$ cat config.mk
export PLATFORM = sky130hd
export DESIGN_NAME = bcd_phase_accum
export DESIGN_NICKNAME = d
export VERILOG_FILES = /design/src/rtl/bcdacc_pkg.sv /design/src/rtl/bcdacc_digit_add.sv /design/src/rtl/bcdacc_delay.sv /design/src/rtl/bcdacc_stage.sv /design/src/rtl/bcd_phase_accum.sv
export SDC_FILE = /design/constraint.sdc
export NUM_CORES = 1
export LEC_CHECK = 0
export BUFFER_PORTS_ARGS = -buffer_cell sky130_fd_sc_hd__buf_2
export CAP_MARGIN = 10
export CORE_MARGIN = 2
export CORE_UTILIZATION = 35
export DETAILED_ROUTE_END_ITERATION = 10
export GPL_ROUTABILITY_DRIVEN = 0
export MAX_ROUTING_LAYER = met4
export SYNTH_ARGS = -nofsm -noshare
export SYNTH_HDL_FRONTEND = slang
export SYNTH_HIERARCHICAL = 1
export SYNTH_SLANG_ARGS = --single-unit
export TNS_END_PERCENT = 100
$ cat constraint.sdc
create_clock -name clk_i -period 7.55 [get_ports clk_i]
set_input_delay 1.1325 -clock clk_i [delete_from_list [all_inputs] [get_ports clk_i]]
set_output_delay 1.1325 -clock clk_i [all_outputs]
set_load 0.05 [all_outputs]
$ cat src/rtl/bcdacc_pkg.sv
package bcdacc_pkg;
  localparam int DIG_W = 4;
  localparam logic [DIG_W-1:0] DEC_MAX = 4'd9;

  function automatic logic [DIG_W-1:0] clamp_decade(input logic [DIG_W-1:0] n);
    return (n > DEC_MAX) ? DEC_MAX : n;
  endfunction
endpackage

$ cat src/rtl/bcdacc_digit_add.sv
module bcdacc_digit_add #(
  parameter int RADIX = 10
) (
  input  logic [3:0] a_i,
  input  logic [3:0] b_i,
  input  logic       c_i,
  output logic [3:0] s_o,
  output logic       c_o
);
  logic [4:0] raw;

  always_comb begin
    raw = {1'b0, a_i} + {1'b0, b_i} + {4'b0, c_i};
    if (raw >= 5'(RADIX)) begin
      s_o = 4'(raw - 5'(RADIX));
      c_o = 1'b1;
    end else begin
      s_o = raw[3:0];
      c_o = 1'b0;
    end
  end
endmodule

$ cat src/rtl/bcdacc_delay.sv
module bcdacc_delay #(
  parameter int W     = 4,
  parameter int DEPTH = 1
) (
  input  logic         clk_i,
  input  logic         rst_ni,
  input  logic [W-1:0] d_i,
  output logic [W-1:0] q_o
);
  if (DEPTH == 0) begin : g_wire
    logic unused_clk_rst;
    assign unused_clk_rst = clk_i ^ rst_ni;
    assign q_o = d_i;
  end else begin : g_regs
    logic [W-1:0] pipe [DEPTH];
    always_ff @(posedge clk_i or negedge rst_ni) begin
      if (!rst_ni) begin
        for (int i = 0; i < DEPTH; i++) pipe[i] <= '0;
      end else begin
        pipe[0] <= d_i;
        for (int i = 1; i < DEPTH; i++) pipe[i] <= pipe[i-1];
      end
    end
    assign q_o = pipe[DEPTH-1];
  end
endmodule

$ cat src/rtl/bcdacc_stage.sv
module bcdacc_stage #(
  parameter int CNT       = 3,
  parameter bit HAS_TOP   = 1'b0,
  parameter int TOP_RADIX = 8
) (
  input  logic             clk_i,
  input  logic             rst_ni,
  input  logic [CNT*4-1:0] add_i,
  input  logic             c_i,
  output logic [CNT*4-1:0] sum_o,
  output logic             c_o
);
  logic [CNT:0]     chain;
  logic [CNT*4-1:0] nxt;

  assign chain[0] = c_i;

  for (genvar d = 0; d < CNT; d++) begin : g_dig
    localparam int RDX = (HAS_TOP && d == CNT - 1) ? TOP_RADIX : 10;
    bcdacc_digit_add #(.RADIX(RDX)) u_add (
      .a_i(sum_o[d*4 +: 4]),
      .b_i(add_i[d*4 +: 4]),
      .c_i(chain[d]),
      .s_o(nxt[d*4 +: 4]),
      .c_o(chain[d+1])
    );
  end

  always_ff @(posedge clk_i or negedge rst_ni) begin
    if (!rst_ni) begin
      sum_o <= '0;
      c_o   <= 1'b0;
    end else begin
      sum_o <= nxt;
      c_o   <= chain[CNT];
    end
  end
endmodule

$ cat src/rtl/bcd_phase_accum.sv
module bcd_phase_accum
  import bcdacc_pkg::*;
#(
  parameter int DEC_DIGITS     = 8,
  parameter int TOP_W          = 3,
  parameter int DIGS_PER_STAGE = 3,
  parameter int OUT_DECADES    = 3,
  localparam int WORD_W = DEC_DIGITS * 4 + TOP_W,
  localparam int OUT_W  = TOP_W + 4 * OUT_DECADES
) (
  input  logic              clk_i,
  input  logic              rst_ni,
  input  logic [WORD_W-1:0] freq_i,
  input  logic              load_i,
  input  logic              cin_i,
  output logic [OUT_W-1:0]  phase_o
);
  localparam int NDIG      = DEC_DIGITS + 1;
  localparam int NSTAGE    = (NDIG + DIGS_PER_STAGE - 1) / DIGS_PER_STAGE;
  localparam int LAT       = NSTAGE - 1;
  localparam int ACC_W     = NDIG * 4;
  localparam int TOP_RADIX = 1 << TOP_W;
  localparam int OUT_LO    = (NDIG - 1 - OUT_DECADES) * 4;

  logic [ACC_W-1:0]  word_clamped;
  logic [ACC_W-1:0]  word_q;
  logic [ACC_W-1:0]  acc_al;
  logic [NSTAGE-1:0] carry;
  logic              unused_phase_bits;

  // Clamp each decade on the way in; the top digit is used as given.
  always_comb begin
    word_clamped = '0;
    for (int k = 0; k < DEC_DIGITS; k++)
      word_clamped[k*4 +: 4] = clamp_decade(freq_i[k*4 +: 4]);
    word_clamped[DEC_DIGITS*4 +: TOP_W] = freq_i[DEC_DIGITS*4 +: TOP_W];
  end

  always_ff @(posedge clk_i or negedge rst_ni) begin
    if (!rst_ni)     word_q <= '0;
    else if (load_i) word_q <= word_clamped;
  end

  assign carry[0] = cin_i;

  for (genvar s = 0; s < NSTAGE; s++) begin : g_stage
    localparam int LO   = s * DIGS_PER_STAGE;
    localparam int CNT  = (NDIG - LO < DIGS_PER_STAGE) ? (NDIG - LO) : DIGS_PER_STAGE;
    localparam bit LAST = (s == NSTAGE - 1);

    logic [CNT*4-1:0] add_skew;
    logic [CNT*4-1:0] sum_raw;
    logic             co;

    // Stage s works s cycles behind stage 0, so its word slice is delayed by s.
    bcdacc_delay #(.W(CNT*4), .DEPTH(s)) u_skew (
      .clk_i(clk_i), .rst_ni(rst_ni),
      .d_i(word_q[LO*4 +: CNT*4]), .q_o(add_skew)
    );

    bcdacc_stage #(.CNT(CNT), .HAS_TOP(LAST), .TOP_RADIX(TOP_RADIX)) u_stage (
      .clk_i(clk_i), .rst_ni(rst_ni),
      .add_i(add_skew), .c_i(carry[s]),
      .sum_o(sum_raw), .c_o(co)
    );

    if (!LAST) begin : g_fwd
      assign carry[s+1] = co;
    end else begin : g_wrap
      logic unused_wrap_carry;
      assign unused_wrap_carry = co;
    end

    // Realign so that every group shows the same accumulated sum.
    bcdacc_delay #(.W(CNT*4), .DEPTH(LAT - s)) u_deskew (
      .clk_i(clk_i), .rst_ni(rst_ni),
      .d_i(sum_raw), .q_o(acc_al[LO*4 +: CNT*4])
    );
  end

  assign phase_o = {acc_al[(NDIG-1)*4 +: TOP_W], acc_al[OUT_LO +: OUT_DECADES*4]};
  assign unused_phase_bits = ^acc_al;
endmodule

; ---- Word level (Yosys, flattened, before mapping)
; Cells that the tools add are included.
[word_totals]
word_cells = 79
ff_bits = 119
in_bits = 39
[classes]
order_cmp = 17
addsub = 27
mux = 25
[op_table]
columns = op, n
row1 = 2-to-1 mux 4 bit, 17
row2 = adder 5 x 1 -> 5 bit, 9
row3 = "greater-or-equal comparator 5 x 4 -> 1 bit, second input constant", 9
row4 = adder 4 x 4 -> 5 bit, 8
row5 = "subtractor 4 bit, second input constant", 9
row6 = "> comparator 4 bit, second input constant", 8
row7 = 2-to-1 mux 1 bit, 8
row8 = adder 4 x 3 -> 5 bit, 1

; ---- Longest topological paths before layout
; Gate-level depths: netlist (run 1).
[depth]
depth_word = 10
ltp_mapped = 26

; ---- Modules after synthesis
; The synthesis (run 1) kept the hierarchy.
[by_module_without_submodules]
columns = module, cells_each, instances, area_per_inst_um2, seq_area_each_um2
row1 = bcd_phase_accum, 134, 1, 1654.1, 875.8
row2 = bcdacc_digit_add at g_stage[1].u_stage.g_dig[0].u_add ..., 38, 5, 322.8, 0.0
row3 = bcdacc_digit_add at g_stage[0].u_stage.g_dig[0].u_add ..., 43, 3, 327.8, 0.0
row4 = bcdacc_stage, 13, 3, 325.3, 325.3
row5 = bcdacc_delay at g_stage[2].u_skew, 36, 1, 690.7, 600.6
row6 = bcdacc_delay at g_stage[1].u_deskew ..., 12, 2, 300.3, 300.3
row7 = bcdacc_delay at g_stage[0].u_skew ..., 12, 2, 90.1, 0.0
row8 = bcdacc_digit_add at g_stage[2].u_stage.g_dig[2].u_add, 16, 1, 148.9, 0.0

; ---- Worst setup path before layout (run 1)
; No wires, ideal clock.
[synth_path]
path_type = input-to-reg
start = input port cin_i
end = register g_stage[0].u_stage.sum_o[10]
setup_time_ns = 0.081
slack_ns = 1.047
arrival_ns = 6.423
path_stages = 23
required_ns = 7.469
n_path_buf = 0
cell_sequence = inv_1 > fa_1 > fa_1 > xor2_1 > ha_1 > inv_1 > a31oi_1 > o311ai_1 > inv_1 > fa_1 > fa_1 > xor2_1 > ha_1 > inv_1 > a31oi_1 > o311ai_1 > inv_1 > fa_1 > fa_1 > xor2_1 > ha_1 > or4b_1 > o211ai_2
[synth_via]
elab_chain_len = 9
elab_cells_between_ends = 10
[synth_lines]
columns = item, line_no
row1 = start: declaration, bcd_phase_accum.sv:15  ; input logic cin_i,
row2 = adder 5 x 1 -> 5 bit (*), bcdacc_digit_add.sv:13  ; raw = {1'b0, a_i} + {1'b0, b_i} + {4'b0, c_i};
row3 = greater-or-equal comparator 5 x 4 -> 1 bit (*), bcdacc_digit_add.sv:14  ; if (raw >= 5'(RADIX)) begin
row4 = 2-to-1 mux 1 bit (*), bcdacc_digit_add.sv:14
row5 = named net g_stage[0].u_stage.chain[1], bcdacc_stage.sv:13  ; logic [CNT:0] chain;
row6 = adder 5 x 1 -> 5 bit (*), bcdacc_digit_add.sv:13
row7 = greater-or-equal comparator 5 x 4 -> 1 bit (*), bcdacc_digit_add.sv:14
row8 = 2-to-1 mux 1 bit (*), bcdacc_digit_add.sv:14
row9 = named net g_stage[0].u_stage.chain[2], bcdacc_stage.sv:13
row10 = adder 5 x 1 -> 5 bit (*), bcdacc_digit_add.sv:13
row11 = subtractor 4 bit or greater-or-equal comparator 5 x 4 -> 1 bit (tied branches), "bcdacc_digit_add.sv:15, bcdacc_digit_add.sv:14"
row12 = 2-to-1 mux 4 bit (*), bcdacc_digit_add.sv:14
row13 = named net g_stage[0].u_stage.nxt[10], bcdacc_stage.sv:14  ; logic [CNT*4-1:0] nxt;
row14 = end signal: assignment, bcdacc_stage.sv:34  ; sum_o <= nxt;
row15 = end: declaration, bcdacc_stage.sv:10  ; output logic [CNT*4-1:0] sum_o,
; The timed path passes the listed nets; every way through them passes the cells marked *.
; A chain may end at the register's enable or synchronous reset.

; ---- Worst setup path after layout (run 1)
[layout_path]
start = input port cin_i
end = register g_stage[0].u_stage.sum_o[11]
; The elaborated chain is that of the path after synthesis.

==> results of run 1 <==
==> how the worst max path moves through the flow <==
stage                                                  end  startpoint  slack, ps  cells past startpoint
floorplan           g_stage[0].u_stage/sum_o[10]$_DFF_PN0_       cin_i       1050                     23
CTS                 g_stage[0].u_stage/sum_o[11]$_DFF_PN0_       cin_i        840                     26
global route        g_stage[0].u_stage/sum_o[11]$_DFF_PN0_       cin_i        440                     26
detailed placement  g_stage[0].u_stage/sum_o[11]$_DFF_PN0_       cin_i        480                     26
finish              g_stage[0].u_stage/sum_o[11]$_DFF_PN0_       cin_i        790                     26
global placement    g_stage[0].u_stage/sum_o[10]$_DFF_PN0_       cin_i        700                     24
==> worst register-to-register path, delay by kind of cell (launching register included) <==
family	cells	cell delay, ps
flops	1	320
buf+inv	6	590
compound gates	7	1250
fa+ha+maj	9	3490
xor+xnor	3	600
==> per-layer routing <==
metal  part of all wire  routed length (µm)  vias up
li1                   -                   -     1929
met1               0.44                4850     2003
met5                  0                   0        -
met3              0.040                 439       10
met4              0.013                 139        0
met2               0.51                5660       65
==> layout make-up <==
class / instances / area, µm² / share of cell area
well taps: 229 / 287 / 0.0413
clock inverters: 3 / 20.0 / 0.00289
clock buffers: 13 / 250 / 0.0361
flip-flops and latches: 110 / 2750 / 0.397
inverters: 99 / 372 / 0.0536
repair buffers: 55 / 283 / 0.0408
multi-input cells: 310 / 2970 / 0.428
==> metrics by stage <==
stage	area (µm²)	hold slack [ps]
after floorplan	6440	331
after global placement	6670	332
after detailed placement	6670	335
after CTS	6940	350
after global routing	6940	355
final	6940	345
==> registers in the layout, summed over array words and instances, names as in the netlist <==
signal,count
word_q,35
g_stage.u_skew/g_regs.pipe,11
g_stage.u_stage/sum_o,35
g_stage.u_skew/q_o,23
g_stage.u_deskew/q_o,4
g_stage.u_stage/c_o,2
==> report_power, final <==
group / total [mW] / internal (mW) / switching (mW)
Clock: 0.437 / 0.233 / 0.204
Combinational: 2.20 / 0.922 / 1.28
Sequential: 0.824 / 0.760 / 0.0636
==> results.md, run 1 <==
* Vias in the first global route at 4246
* Die area at 19500 µm²
* Final period utilization at 0.895
* Final critical-path required period at 6760 ps
* Sum Neg Setup Slack at 0 ps
* Area growth, synth to finish at 7.67%
* Commonest non-fill, non-tap cells in the layout: dfrtp_1 (110), inv_1 (99), buf_2 (52)
* WHS Endpoint: g_stage[2].u_skew/q_o[10]$_DFF_PN0_
* CP required at 7810 ps
* Antenna cells at 0
* Post-synthesis area per instance at 11.4 µm²
* GR Util met1 at 0.144
* Skew final at 9.32 ps
* Reg2reg start: g_stage[1].u_stage/sum_o[0]$_DFF_PN0_
* Buffers plus inverters on the worst setup path at 6
* Ys Warns at 6
* Max Cap Viol at 0
* HP Class: reg2reg
* Post-Syn Nets at 655
* Nets at 675
* Fin cells at 819
* CP max stage cell: or3b_2
* DRC at 0
* First-pass GRT wire length at 19.4 mm
* Initial antenna violation count at 0
* CP most frequent cell: fa_1
* R2R Setup Slk at 1170 ps
* Die W at 140 µm
* Worst path top cell family by delay: adder cells
* M2 GR Usage at 0.214
* Peak VDD IR at 260 µV
* CTS tree: yes
* Num rows at 49
* Fillcell total at 1755
* DR pass1 iterations at 4
* Top Ports at 54
* Worst slew margin at 0.512
* Max stage delay on crit path at 460 ps
* Final Util at 0.385
* Largest net degree at the start of global routing at 59
* Core footprint at 18000 µm²
* PwrDens at 500 nW/µm²
* CP max FO at 6
* Top achievable clock speed at 148 MHz
* Setup crit start kind: primary input
* Root Buffer: clkbuf_16
* Hold Vio Cnt, Final at 0
* Endpoint type of the worst setup path: flip-flop
* CP Class: in2reg
* Fin. max-slew vios at 0
* Post-DRT Antenna Nets at 0
* H-tree depth at 3
* Synthesized cell area at 6440 µm²
* Leakage at 3.31 nW
* Gate Count Post-Synth at 565
* Fraction of layout cells with a size suffix above 1 at 0.222
* Starting density of the core at 0.357
* Hold path depth at 0
* CTS resizes at 0
* Placed cell count at 803
* Via Count at 4007
* Worst-path clk slew at 70 ps
* Port Buffers at 53
* Clock Path Buffers at 2
* Dpl ws at 476 ps
* Die height at 140 µm
* Commonest non-fill, non-tap cell in the layout: dfrtp_1
* Final setup viols at 0
* Worst-Margin Slew at 732 ps
* Post-detail-place hpwl at 8.39 mm
* Total global routing overflow at 0
* Met3 GRT Util at 0.0313
* Min-delay src: g_stage[2].u_skew/g_regs.pipe[22]$_DFF_PN0_
* Post-cts hold buffer count at 0
* RSZ-0062 raised after global routing: false
* TritonCTS Sinks at 110
* Total CTS buffers at 9
* R2r worst-path depth at 25
* Skew-Pair Late Insertion Delay at 350 ps
* Most Crowded Layer GR: met2
* Status: finished, final reports clean
* Vias/cell at 4.89
* Wire per inst at 13.5 µm
* Total power at 3.47 mW
* Worst EP arrival at 7020 ps
* Post-Route WL at 11.1 mm
* All-layer global routing usage at 0.125
* R2r endpoint: g_stage[1].u_stage/sum_o[10]$_DFF_PN0_
* Worst setup margin at 792 ps
* Postcts setup bufs at 0
* Initial DRC count at 134
Note: power is estimated with default switching activity, not from simulation.
==> run 2: changes to the inputs <==
--- a/config.mk
+++ b/config.mk
@@ -14,6 +14,5 @@
 export MAX_ROUTING_LAYER = met4
 export SYNTH_ARGS = -nofsm -noshare
 export SYNTH_HDL_FRONTEND = slang
-export SYNTH_HIERARCHICAL = 1
 export SYNTH_SLANG_ARGS = --single-unit
 export TNS_END_PERCENT = 100
==> run 2 against run 1 <==
- routed wire length down 18%
- global-route usage is 0.14 points higher
- design area decreased by 11%
- die area shrank 16%
- sequential power increased by 2%
- first-iteration DRC count rose by 66%
- synthesized cell count decreased by 16%
- worst setup slack worse by 240 ps
- sequential share of layout area is 5.1 points higher
- combinational power fell by 22%
- critical endpoint is now g_stage[0].u_stage.sum_o[9]$_DFF_PN0_
==> results.md, run 2 <==
* CTS resizes at 0 (unchanged)
* Worst-Margin Slew at 982 ps (was 732 ps)
* Gate Count Post-Synth at 474 (was 565)
* Skew-Pair Late Insertion Delay at 340 ps (was 350 ps)
* Number of flops mapped to enable cells by yosys at 0
* H-tree depth at 3 (unchanged)
* Synthesized cell area at 5390 µm² (was 6440 µm²)
* Top cells by count, synth: dfrtp_1 (110), inv_1 (72), o21ai_0 (37)
* Xor and xnor area share after synthesis at 0.0383
* Simple-Gate Fraction of Synth Area at 0.0894
* Antenna cells at 0 (unchanged)
* Fraction of layout cells with a size suffix above 1 at 0.170 (was 0.222)
* Hold Vio Cnt, Final at 0 (unchanged)
* Dpl ws at 158 ps (was 476 ps)
* Port Buffers at 53 (unchanged)
* First-pass GRT wire length at 16.1 mm (was 19.4 mm)
* DRC at 0 (unchanged)
* TritonCTS Sinks at 110 (unchanged)
* Max Cap Viol at 0 (unchanged)
* Top achievable clock speed at 143 MHz (was 148 MHz)
* Status: finished, final reports clean (unchanged)
* Commonest non-fill, non-tap cell in the layout: dfrtp_1 (unchanged)
* Largest net degree at the start of global routing at 76 (was 59)
* Vias/cell at 4.82 (was 4.89)
* Die W at 128 µm (was 140 µm)
* Root Buffer: clkbuf_16 (unchanged)
* Initial DRC count at 222 (was 134)
* Skew final at 7.43 ps (was 9.32 ps)
* Leakage at 2.92 nW (was 3.31 nW)
* Setup crit start kind: primary input (unchanged)
* Hold path depth at 0 (unchanged)
* Worst-path clk slew at 70 ps (about the same)
* Post-DRT Antenna Nets at 0 (unchanged)
* All-layer global routing usage at 0.126 (was 0.125)
* Wire per inst at 12.5 µm (was 13.5 µm)
* Worst setup margin at 551 ps (was 792 ps)
* Final critical-path required period at 7000 ps (was 6760 ps)
* Total CTS buffers at 9 (unchanged)
* Top_reg_cell synth: dfrtp_1
* Ys Warns at 0 (was 6)
* Most frequent cell after synthesis: dfrtp_1
* Area taken by multi-input logic gates at 2330 µm² (was 2970 µm²)
* RSZ-0062 raised after global routing: false (unchanged)
* Min Hold Slack at 351 ps (was 345 ps)
* Clock Path Buffers at 2 (unchanged)
* Area growth, synth to finish at 14.2% (was 7.67%)
* Post-detail-place hpwl at 6.85 mm (was 8.39 mm)
* Via Count at 3487 (was 4007)
* Fin. max-slew vios at 0 (unchanged)
* Peak VDD IR at 161 µV (was 260 µV)
* CP max stage cell: fa_1 (was or3b_2)
* CP max FO at 5 (was 6)
* R2r worst-path depth at 26 (was 25)
* Die height at 128 µm (was 140 µm)
* DR pass1 iterations at 4 (unchanged)
* Worst slew margin at 0.346 (was 0.512)
* CP Class: in2reg (unchanged)
* CTS tree: yes (unchanged)
* Post-synthesis sequential area ratio at 0.511
* Post-Syn Nets at 563 (was 655)
* PwrDens at 487 nW/µm² (was 500 nW/µm²)
* Sum Neg Setup Slack at 0 ps (unchanged)
* Worst EP arrival at 7230 ps (was 7020 ps)
* Top Ports at 54 (unchanged)
* Post-synthesis async set-or-reset flop share at 1.00
* Core footprint at 15100 µm² (was 18000 µm²)
* Seq. cell area at 2750 µm² (unchanged)
* Mux share of post-synthesis cell area at 0.0437
* Fillcell total at 1415 (was 1755)
* Yosys reg bits at 110
* Largest family of logic cells by synthesized area: adder cells
* Cell taking the most area after synthesis: dfrtp_1
* CP most frequent cell: fa_1 (unchanged)
* Final Util at 0.406 (was 0.385)
* Endpoint type of the worst setup path: flip-flop (unchanged)
* Post-synthesis area per instance at 11.4 µm² (about the same)
* Post-Synth Adder-Cell Area at 0.141
* Top post-synthesis cells by area: dfrtp_1 (51%), ha_1 (7.4%), fa_1 (6.7%)
* Starting density of the core at 0.356 (was 0.357)
* Total global routing overflow at 0 (unchanged)
* Nets at 619 (was 675)
* Postcts setup bufs at 0 (unchanged)
* Synth Area in Compound Gates at 0.120
* Final setup viols at 0 (unchanged)
* Final period utilization at 0.927 (was 0.895)
* Commonest non-fill, non-tap cells in the layout: dfrtp_1 (110), inv_1 (72), buf_2 (52) (was dfrtp_1 (110), inv_1 (99), buf_2 (52))
* Library cells used by synthesis at 45
* Vias in the first global route at 3593 (was 4246)
* CP required at 7780 ps (was 7810 ps)
* HP Class: reg2reg (unchanged)
* Max stage delay on crit path at 460 ps (about the same)
* Post-cts hold buffer count at 0 (unchanged)
* Num rows at 45 (was 49)
* Post-Route WL at 9.04 mm (was 11.1 mm)
* Die area at 16400 µm² (was 19500 µm²)
* Initial antenna violation count at 0 (unchanged)
* Yosys top cell area share at 0.511
[run 2: cell count changes in the layout (fill, tap and decap cells not counted), moves of 6 or more]
| cell | before | now |
|---|---|---|
| a21oi_1 | 11 | 17 |
| a31oi_1 | 3 | 13 |
| a31oi_4 | 8 | 0 |
| inv_1 | 99 | 72 |
| mux2_2 | 0 | 12 |
| mux2_4 | 11 | 0 |
| mux2i_1 | 0 | 10 |
| nor2_1 | 8 | 22 |
| o211a_1 | 8 | 0 |
| o311ai_1 | 6 | 0 |
[run 2: where the power goes]
part	internal [mW]	switching, mW
Clock	0.239	0.216
Sequential	0.765	0.0729
Combinational	0.717	0.989
[run 2: path summary, 6_finish.rpt]
path                                                              from                               endpoint  slack (ps)
min in group asynchronous                                       rst_ni     g_stage[1].u_skew.q_o[1]$_DFF_PN0_         750
min reg2reg                g_stage[2].u_skew.g_regs.pipe[18]$_DFF_PN0_     g_stage[2].u_skew.q_o[6]$_DFF_PN0_         350
max reg2reg                                      word_q[0]$_DFFE_PN0P_  g_stage[0].u_stage.sum_o[9]$_DFF_PN0_        1100
max in group asynchronous                                       rst_ni  g_stage[0].u_stage.sum_o[3]$_DFF_PN0_        5540
min                        g_stage[2].u_skew.g_regs.pipe[18]$_DFF_PN0_     g_stage[2].u_skew.q_o[6]$_DFF_PN0_         350
max                                                              cin_i  g_stage[0].u_stage.sum_o[9]$_DFF_PN0_         550
[run 2: final cells by class]
type	instances	share of cell area
timing repair buffer	54	0.0447
multi-input combinational	283	0.378
sequential	110	0.447
clock inverter	6	0.00834
inverter	72	0.0439
clock buffer	10	0.0388
tap	188	0.0382
[run 2: critical path, delay by kind of cell]
kind                       cells  cell delay (ps)
and+or+nand+nor                2              680
AOI/OAI and AO/OA              7             1260
adders and majority gates      9             3170
buffers and inverters          6              380
xor gates and xnor gates       3              600
[run 2: cells by family after synthesis]
| family | Yosys count |
|---|---|
| flip-flops | 110 |
| multiplexers | 22 |
| AO/OA/AOI/OAI | 101 |
| AND/OR/NAND/NOR | 89 |
| buffers and inverters | 81 |
| XOR/XNOR | 21 |
| adder cells (fa/ha/maj) | 50 |
[run 2: metrics by stage]
step                      total power [mW]  cell area (µm²)  cells
after floorplan                       2.22             5390    474
after global placement                2.48             5860    707
after detailed placement              2.57             5860    707
after CTS                             3.04             6150    723
after global routing                  3.30             6150    723
final                                 3.00             6150    723
[run 2: metal layers]
metal,global-route usage,vias to the layer above,part of all wire
li1,-,1712,-
met1,0.150,1715,0.45
met2,0.215,48,0.50
met3,0.0200,12,0.029
met4,0.0511,0,0.019
met5,-,-,0
==> run 3: changes to the inputs <==
--- a/config.mk
+++ b/config.mk
@@ -11,6 +11,8 @@
 export CORE_UTILIZATION = 35
 export DETAILED_ROUTE_END_ITERATION = 10
 export GPL_ROUTABILITY_DRIVEN = 0
+export GPL_TIMING_DRIVEN = 0
+export HOLD_SLACK_MARGIN = 0.02
 export MAX_ROUTING_LAYER = met4
 export SYNTH_ARGS = -nofsm -noshare
 export SYNTH_HDL_FRONTEND = slang
==> run 3 against run 2 <==
- critical path depth stayed put
- clock power is 2% higher
- clock-buffer cell count is 1 lower
- combinational power hardly changed
- worst hold slack worse by 1.3 ps
- sequential power hardly changed
- critical path type unchanged
- critical endpoint unchanged
- largest cell class unchanged
- largest power group unchanged
- highest routed layer unchanged
==> results.md, run 3 (synthesized netlist as in run 2, its figures left out) <==
* Status: finished, final reports clean (unchanged)
* Post-Route WL at 10.2 mm (was 9.04 mm)
* Worst-Margin Slew at 773 ps (was 982 ps)
* Initial antenna violation count at 1 (was 0)
* Top achievable clock speed at 142 MHz (was 143 MHz)
* Largest net degree at the start of global routing at 73 (was 76)
* CTS resizes at 0 (unchanged)
* Placed cell areas at 5910 µm² (was 5860 µm²)
* DR pass1 iterations at 4 (unchanged)
* Final setup viols at 0 (unchanged)
* PwrDens at 486 nW/µm² (was 487 nW/µm²)
* Post-DRT Antenna Nets at 0 (unchanged)
* TritonCTS Sinks at 110 (unchanged)
* Sum Neg Setup Slack at 0 ps (unchanged)
* CP max stage cell: fa_1 (unchanged)
* Fillcell total at 1444 (was 1415)
* Finished Cell Area at 6200 µm² (was 6150 µm²)
* Min-delay src: g_stage[2].u_skew.g_regs.pipe[17]$_DFF_PN0_ (was g_stage[2].u_skew.g_regs.pipe[18]$_DFF_PN0_)
* Final critical-path required period at 7030 ps (was 7000 ps)
* Worst slew margin at 0.485 (was 0.346)
* Area growth, synth to finish at 15.2% (was 14.2%)
* Commonest non-fill, non-tap cell in the layout: dfrtp_1 (unchanged)
* CTS tree: yes (unchanged)
* HP Class: reg2reg (unchanged)
* Top Ports at 54 (unchanged)
* M2 GR Usage at 0.232 (was 0.215)
* CP Capture Point: g_stage[0].u_stage.sum_o[9]$_DFF_PN0_ (unchanged)
* Worst-path clk slew at 70 ps (about the same)
* Max Cap Viol at 0 (unchanged)
* Min Hold Slack at 350 ps (was 351 ps)
* Endpoint type of the worst setup path: flip-flop (unchanged)
* Commonest non-fill, non-tap cells in the layout: dfrtp_1 (110), inv_1 (72), buf_2 (52) (unchanged)
* Worst Setup SP: cin_i (unchanged)
* Port Buffers at 52 (was 53)
* Initial DRC count at 106 (was 222)
* Post-detail-place hpwl at 7.71 mm (was 6.85 mm)
* Num rows at 45 (unchanged)
* Placed cell count at 715 (was 707)
* Fraction of layout cells with a size suffix above 1 at 0.168 (was 0.170)
* Worst EP arrival at 7270 ps (was 7230 ps)
* R2r worst-path depth at 26 (unchanged)
* Most Crowded Layer GR: met2 (unchanged)
* Post-cts hold buffer count at 0 (unchanged)
* DRC at 0 (unchanged)
* Hold Vio Cnt, Final at 0 (unchanged)
* CP max FO at 5 (unchanged)
* R2r endpoint: g_stage[0].u_stage.sum_o[9]$_DFF_PN0_ (unchanged)
* CP Class: in2reg (unchanged)
* GR Util met1 at 0.165 (was 0.150)
* CP required at 7790 ps (was 7780 ps)
* All-layer global routing usage at 0.138 (was 0.126)
* Vias/cell at 4.77 (was 4.82)
* Setup crit start kind: primary input (unchanged)
* Die area at 16400 µm² (unchanged)
* Total global routing overflow at 0 (unchanged)
* Hold path depth at 0 (unchanged)
* Die W at 128 µm (unchanged)
* Nets at 627 (was 619)
* CP most frequent cell: fa_1 (unchanged)
* Fin cells at 731 (was 723)
* H-tree depth at 3 (unchanged)
* Clock Path Buffers at 2 (unchanged)
* Core footprint at 15100 µm² (unchanged)
* Fin. max-slew vios at 0 (unchanged)
* Via Count at 3489 (was 3487)
* Wire per inst at 13.9 µm (was 12.5 µm)
* Skew-Pair Late Insertion Delay at 350 ps (was 340 ps)
* Final period utilization at 0.931 (was 0.927)
* Postcts setup bufs at 0 (unchanged)
* Met3 GRT Util at 0.0271 (was 0.0200)
* Total CTS buffers at 9 (unchanged)
* Vias in the first global route at 3682 (was 3593)
* Skew final at 9.52 ps (was 7.43 ps)
* Leakage at 2.93 nW (was 2.92 nW)
* R2R Setup Slk at 1080 ps (was 1100 ps)
* Starting density of the core at 0.356 (unchanged)
* Root Buffer: clkbuf_16 (unchanged)
* RSZ-0062 raised after global routing: false (unchanged)
* Die height at 128 µm (unchanged)
* Max stage delay on crit path at 470 ps (was 460 ps)
* Reg2reg start: word_q[0]$_DFFE_PN0P_ (unchanged)
* First-pass GRT wire length at 17.2 mm (was 16.1 mm)
* Peak VDD IR at 159 µV (was 161 µV)
==> run 3: cell count changes in the layout (fill, tap and decap cells not counted), moves of 2 or more <==
cell,change
buf_1,+2
clkinvlp_4,+2
clkbuf_1,+5
inv_6,-3
==> run 3: how the worst min path moves through the flow <==
stage	slack [ps]	end
finish	350	g_stage[2].u_skew.q_o[5]$_DFF_PN0_
global route	350	g_stage[2].u_skew.q_o[6]$_DFF_PN0_
CTS	350	g_stage[2].u_skew.q_o[5]$_DFF_PN0_
detailed placement	330	g_stage[2].u_skew.q_o[5]$_DFF_PN0_
global placement	330	g_stage[2].u_skew.q_o[5]$_DFF_PN0_
floorplan	330	g_stage[2].u_skew.q_o[0]$_DFF_PN0_
==> run 3: routing by layer <==
layer,vias up,wire [µm]
li1,1724,-
met1,1691,4490
met2,59,5140
met3,15,370
met4,0,174
met5,-,0
==> run 3: power by group <==
part | internal, mW | switching [mW] | leakage, nW
Combinational | 0.718 | 0.998 | 1.48
Clock | 0.255 | 0.210 | 0.137
Sequential | 0.765 | 0.0722 | 1.32
Total | 1.74 | 1.28 | 2.93
==> run 3: stage by stage <==
| step | setup slack [ps] | power, mW | utilization |
|---|---|---|---|
| 6_report | 520 | 3.02 | 0.410 |
| 5_1_grt | 91.0 | 3.31 | 0.410 |
| 3_5_place_dp | 136 | 2.58 | 0.390 |
| 4_1_cts | 500 | 3.06 | 0.410 |
| 2_1_floorplan | 695 | 2.22 | - |
| 3_3_place_gp | 318 | 2.48 | 0.388 |
==> run 3: area by class of cell <==
class,instances,area [µm²],area share
repair buffers,53,290,0.0468
well taps,188,235,0.0379
diodes,1,2.50,0.000403
flip-flops and latches,110,2750,0.444
clock inverters,6,63.8,0.0103
inverters,72,270,0.0436
clock buffers,9,225,0.0363
multi-input cells,283,2330,0.375
plain buffers,9,36.3,0.00585
==> run 3: worst max-delay path: cells and delay by family <==
family / cells / cell delay (ps)
adders and majority gates: 9 / 3210
and+or+nand+nor: 3 / 770
buffers and inverters: 6 / 420
xor gates and xnor gates: 3 / 580
AOI/OAI and AO/OA: 6 / 1150
